--- src/rtl/rtc_pkg.sv ---
package rtc_pkg;
  localparam int unsigned ADDR_W  = 3;
  localparam int unsigned DATA_W  = 8;
  localparam int unsigned N_WORDS = 1 << ADDR_W;

  typedef enum logic [ADDR_W-1:0] {
    A_HUND, A_SEC, A_MIN, A_HOUR, A_DOW, A_DATE, A_MONTH, A_YEAR
  } rtc_addr_e;

  // BCD year divisible by 4: even tens need units 0/4/8, odd tens need 2/6
  function automatic logic bcd_leap(input logic [7:0] y);
    if (y[4]) return (y[3:0] == 4'd2) || (y[3:0] == 4'd6);
    else      return (y[3:0] == 4'd0) || (y[3:0] == 4'd4) || (y[3:0] == 4'd8);
  endfunction
endpackage

--- src/rtl/rtc_bcd_field.sv ---
module rtc_bcd_field #(
  parameter int unsigned W     = 8,
  parameter logic [W-1:0] FLOOR = '0
) (
  input  logic         clk_i,
  input  logic         rst_ni,
  input  logic         inc_i,
  input  logic         ld_i,
  input  logic [W-1:0] ld_val_i,
  input  logic [W-1:0] ceil_i,
  output logic [W-1:0] val_o,
  output logic         wrap_o
);
  logic [W-1:0] val_q, val_inc;

  generate
    if (W <= 4) begin : g_bin
      assign val_inc = val_q + W'(1);
    end else begin : g_bcd
      always_comb begin
        if (val_q[3:0] >= 4'd9) val_inc = {val_q[W-1:4] + (W-4)'(1), 4'd0};
        else                    val_inc = {val_q[W-1:4], val_q[3:0] + 4'd1};
      end
    end
  endgenerate

  // >= so an over-range write still wraps
  assign wrap_o = inc_i && (val_q >= ceil_i);

  always_ff @(posedge clk_i or negedge rst_ni) begin
    if (!rst_ni)    val_q <= FLOOR;
    else if (ld_i)  val_q <= ld_val_i;
    else if (inc_i) val_q <= wrap_o ? FLOOR : val_inc;
  end

  assign val_o = val_q;
endmodule

--- src/rtl/rtc_month_len.sv ---
module rtc_month_len (
  input  logic [4:0] month_i,
  input  logic [7:0] year_i,
  output logic [5:0] last_day_o
);
  always_comb begin
    unique case (month_i)
      5'h02:                      last_day_o = rtc_pkg::bcd_leap(year_i) ? 6'h29 : 6'h28;
      5'h04, 5'h06, 5'h09, 5'h11: last_day_o = 6'h30;
      default:                    last_day_o = 6'h31;
    endcase
  end
endmodule

--- src/rtl/rtc_bcd_chain.sv ---
module rtc_bcd_chain
  import rtc_pkg::*;
(
  input  logic              clk_i,
  input  logic              rst_ni,
  input  logic              tick_i,
  input  logic              wr_en_i,
  input  logic [ADDR_W-1:0] wr_addr_i,
  input  logic [DATA_W-1:0] wr_data_i,
  output logic [7:0]        hund_o,
  output logic [6:0]        sec_o,
  output logic              stop_o,
  output logic [6:0]        min_o,
  output logic [5:0]        hour_o,
  output logic              cent_o,
  output logic              cent_en_o,
  output logic [2:0]        dow_o,
  output logic [5:0]        date_o,
  output logic [4:0]        month_o,
  output logic [7:0]        year_o,
  output logic              adv_o
);
  logic [N_WORDS-1:0] ld;
  logic step, w_hund, w_sec, w_min, w_hour, w_date, w_month, w_year;
  logic stop_q, cent_q, cent_en_q, adv_q;
  logic [2:0] dow_q;
  logic [5:0] last_day;

  generate
    for (genvar i = 0; i < N_WORDS; i++) begin : g_ld
      assign ld[i] = wr_en_i && (wr_addr_i == ADDR_W'(i));
    end
  endgenerate

  // write wins over a coincident tick
  assign step = tick_i && !stop_q && !wr_en_i;

  rtc_bcd_field #(.W(8), .FLOOR(8'h00)) u_hund (
    .clk_i, .rst_ni, .inc_i(step), .ld_i(wr_en_i), .ld_val_i(8'h00),
    .ceil_i(8'h99), .val_o(hund_o), .wrap_o(w_hund));

  rtc_bcd_field #(.W(7), .FLOOR(7'h00)) u_sec (
    .clk_i, .rst_ni, .inc_i(w_hund), .ld_i(ld[A_SEC]), .ld_val_i(wr_data_i[6:0]),
    .ceil_i(7'h59), .val_o(sec_o), .wrap_o(w_sec));

  rtc_bcd_field #(.W(7), .FLOOR(7'h00)) u_min (
    .clk_i, .rst_ni, .inc_i(w_sec), .ld_i(ld[A_MIN]), .ld_val_i(wr_data_i[6:0]),
    .ceil_i(7'h59), .val_o(min_o), .wrap_o(w_min));

  rtc_bcd_field #(.W(6), .FLOOR(6'h00)) u_hour (
    .clk_i, .rst_ni, .inc_i(w_min), .ld_i(ld[A_HOUR]), .ld_val_i(wr_data_i[5:0]),
    .ceil_i(6'h23), .val_o(hour_o), .wrap_o(w_hour));

  rtc_month_len u_mlen (.month_i(month_o), .year_i(year_o), .last_day_o(last_day));

  rtc_bcd_field #(.W(6), .FLOOR(6'h01)) u_date (
    .clk_i, .rst_ni, .inc_i(w_hour), .ld_i(ld[A_DATE]), .ld_val_i(wr_data_i[5:0]),
    .ceil_i(last_day), .val_o(date_o), .wrap_o(w_date));

  rtc_bcd_field #(.W(5), .FLOOR(5'h01)) u_month (
    .clk_i, .rst_ni, .inc_i(w_date), .ld_i(ld[A_MONTH]), .ld_val_i(wr_data_i[4:0]),
    .ceil_i(5'h12), .val_o(month_o), .wrap_o(w_month));

  rtc_bcd_field #(.W(8), .FLOOR(8'h00)) u_year (
    .clk_i, .rst_ni, .inc_i(w_month), .ld_i(ld[A_YEAR]), .ld_val_i(wr_data_i),
    .ceil_i(8'h99), .val_o(year_o), .wrap_o(w_year));

  always_ff @(posedge clk_i or negedge rst_ni) begin
    if (!rst_ni) begin
      dow_q     <= 3'd1;
      stop_q    <= 1'b0;
      cent_q    <= 1'b0;
      cent_en_q <= 1'b0;
      adv_q     <= 1'b0;
    end else begin
      adv_q <= step;
      if (ld[A_DOW])   dow_q <= wr_data_i[2:0];
      else if (w_hour) dow_q <= (dow_q >= 3'd7) ? 3'd1 : dow_q + 3'd1;
      if (ld[A_SEC])   stop_q <= wr_data_i[7];
      if (ld[A_HOUR]) begin
        cent_q    <= wr_data_i[7];
        cent_en_q <= wr_data_i[6];
      end else if (w_year && cent_en_q) begin
        cent_q <= ~cent_q;
      end
    end
  end

  assign dow_o     = dow_q;
  assign stop_o    = stop_q;
  assign cent_o    = cent_q;
  assign cent_en_o = cent_en_q;
  assign adv_o     = adv_q;
endmodule

--- config.mk ---
export PLATFORM = sky130hd
export DESIGN_NAME = rtc_bcd_chain
export DESIGN_NICKNAME = d
export VERILOG_FILES = /design/src/rtl/rtc_pkg.sv /design/src/rtl/rtc_bcd_field.sv /design/src/rtl/rtc_month_len.sv /design/src/rtl/rtc_bcd_chain.sv
export SDC_FILE = /design/constraint.sdc
export NUM_CORES = 1
export LEC_CHECK = 0
export ABC_CLOCK_PERIOD_IN_PS = 10900
export BUFFER_PORTS_ARGS = -buffer_cell sky130_fd_sc_hd__buf_2
export CAP_MARGIN = 20
export CORE_ASPECT_RATIO = 1.75
export CORE_MARGIN = 2
export CORE_UTILIZATION = 64
export CTS_CLUSTER_SIZE = 24
export DETAILED_ROUTE_END_ITERATION = 8
export HOLD_SLACK_MARGIN = 0.05
export PLACE_DENSITY = 0.84
export SETUP_SLACK_MARGIN = 0.02
export SLEW_MARGIN = 20
export SYNTH_ARGS = -nofsm -noshare
export SYNTH_HDL_FRONTEND = slang
export SYNTH_HIERARCHICAL = 1
export SYNTH_SLANG_ARGS = --single-unit
--- constraint.sdc ---
create_clock -name clk_i -period 10.9 [get_ports clk_i]
set_input_delay 0.545 -clock clk_i [delete_from_list [all_inputs] [get_ports clk_i]]
set_output_delay 0.545 -clock clk_i [all_outputs]
set_load 0.01 [all_outputs]
==> out/results.ini <==
[placement]
dpl.hpwl_microns=9829
pre_cts_ws_ns=4.705
routabilityCongestion=0.9305
portBuffers=68

[worst_hold_path]
hold_path.class=in2async

[route]
drt_pass1_iterations=5
dr.first_iter.drc_count=284
via_per_inst=6.075
drc=0
vias=4702
wl_per_cell_microns=16.59
ant_nets=0
drt-total-wl_microns=12840

[critical_path]
crit_path_max_fanout=26
end_kind=register
worstPathArrival_ns=6.23
r2r_slack_ns=4.96
cp_num_buf_inv=4
slowest_stage=o31ai_4
crit_family=simple AND/OR/NAND/NOR gates
cp.required_ns=11.08
startpoint_type=input pin
path_cells=buf_2, nor3b_1, nand2_1, o32a_1, inv_1, nor2b_2, nor2b_2, nand3_4, o31ai_4, and3_1, a22oi_1, inv_1, and2_1, nand2_1, o32a_1, inv_1, nand2_1, xnor2_1, mux2_2
slowest_delay_ns=0.85
critPathKind=in2reg

[synth]
synth_top_area_share_pct=24.52
ys_seq_area_share_pct=26.03
yosysWarnings=6
synthArstFlopShare_pct=100.0
syn_area_per_cell_sq_um=9.116
synth.cell_area_sq_um=5205
ys_ff_latch=54
synth_edf_count=0
synth_flop_cell=dfrtp_1
synth.area.top_cells=dfrtp_1, ha_1, inv_1
synthCells=571
yosys.area.top_type=dfrtp_1
ys_types=82

[final_layout]
mostFrequentLayoutCells=inv_1, ha_1, buf_2
regArea_sq_um=1355
antennaDiodeCount=0
n_fill_cell=624
multi_input_area_sq_um=3657
final_common_cell=inv_1
nNetsFinal=772
drive_above_1_share_pct=20.18
syn2layout_area_growth_pct=13.97

[timing]
relSlewSlack_pct=34.30
setup_slack_ns=4.851
period_share_pct=55.49
setup_tns_ns=0
setup_violations=0
finalHoldViolations=0
worst_pin_slew_ns=0.9819
fin_skew_ns=0.006063
rsz0062_at_grt=no
clock.fmax_mhz=165.3
holdWs_ns=0.3650
drv_slew=0
period_needed_ns=6.049

[clocking]
htree_levels=2
holdBufCountCts=0
cts_max_path_buffers=2
insertion_delay_ns=0.30
ctsResizeCount=0
clock-sinks=54
cts_made_buffers=5
root_buffer=clkbuf_16
cts_tree=built
post_cts_buffers=0
path_clk_slew_ns=0.07

[global_route]
grt_pass1_vias=4576
use_met1_pct=31.97
grt_pass1_wl_microns=20630
use_met3_pct=4.075
antenna_found_initial=0
grt_max_degree=55
gr-usage-met2_pct=55.16
grt_use_total_pct=29.31
busiest_layer=met2
grt-ovfl-total=0

[run]
max_cap_viol_count=0

[floorplan]
core_sq_um=7909
die_w_microns=72.17
row_count=43
io_pins=69
dieHeight_microns=123.3
dieArea_sq_um=8899
start_util_pct=65.81

[pwr]
power.density_nw_per_um2=198.3
leakage_nw=2.896
vdd_drop_max_uv=125.3

[status]
status=complete, no violations

[area by class of cell]
type / count / share of cell area (%)
well taps: 90 / 1.898
flip-flops and latches: 54 / 22.84
clock inverters: 1 / 0.08437
clock buffers: 7 / 2.405
inverters: 79 / 4.999
multi-input cells: 472 / 61.65
repair buffers: 71 / 6.117
[registers in the layout, summed over array words and instances, names as in the netlist]
register       flops
dow_o              3
u_year/val_o       8
u_hour/val_o       6
u_date/val_o       6
cent_en_o          1
u_month/val_o      5
cent_o             1
stop_o             1
u_sec/val_o        7
u_min/val_o        7
adv_o              1
u_hund/val_o       8
[per-stage QoR]
step,cell area (sq um),std cells,utilization (%),power [mW]
2_1_floorplan,5385,619,-,0.8052
3_3_place_gp,5784,766,73.14,0.9711
3_5_place_dp,5784,766,73.14,1.005
4_1_cts,5932,774,75.00,1.172
5_1_grt,5932,774,75.00,1.270
6_report,5932,774,75.00,1.176
[per-layer routing]
| layer | vias to the layer above | part of all wire [%] |
|---|---|---|
| met4 | 0 | 3.6 |
| li1 | 2263 | - |
| met5 | - | 0 |
| met1 | 2266 | 38 |
| met2 | 134 | 55 |
| met3 | 39 | 3.8 |
[worst register-to-register path: cells and delay by family (launching register included)]
| kind | cells | cell delay, ns |
|---|---|---|
| xor+xnor | 1 | 0.13 |
| flops | 1 | 0.40 |
| simple gates | 9 | 2.76 |
| mux | 1 | 0.26 |
| compound gates | 4 | 1.68 |
| buf+inv | 3 | 0.60 |
[Yosys cell counts, types with 6 or more instances]
library cell,instances
o31ai_1,7
a21o_1,10
nor2_1,22
a32oi_1,6
a221o_1,11
dfrtp_1,51
inv_1,79
nor3_1,11
nand2_1,43
nand3_1,18
nand2b_1,7
o21ai_0,25
nor4_1,10
a22oi_1,9
a21oi_1,16
clkbuf_1,9
nor3b_1,8
nor2b_1,8
ha_1,74
[power by group]
group	internal (mW)	switching (mW)
logic	0.277	0.340
registers	0.271	0.122
clock network	0.0914	0.0738
total	0.640	0.537
[logic make-up after synthesis]
group           synth area share [%]
simple gates                   20.07
compound gates                 25.51
buf+inv                        7.163
fa+ha+maj                      17.79
flops                          26.03
mux                            2.476
other cells                   0.2884
xor+xnor                      0.6732
[final timing paths]
| path | startpoint | end | cells past startpoint |
|---|---|---|---|
| worst max-delay path | wr_en_i | cent_o | 19 |
| worst min-delay path | rst_ni | u_hund/val_o[4] | 2 |
| worst max register to register | stop_o | cent_o | 18 |
| worst min register to register | stop_o | stop_o | 1 |
| max in group asynchronous | rst_ni | u_min/val_o[5] | 2 |
| min in group clk_i | wr_data_i[6] | u_sec/val_o[6] | 3 |
(Power assumes the default switching activity.)
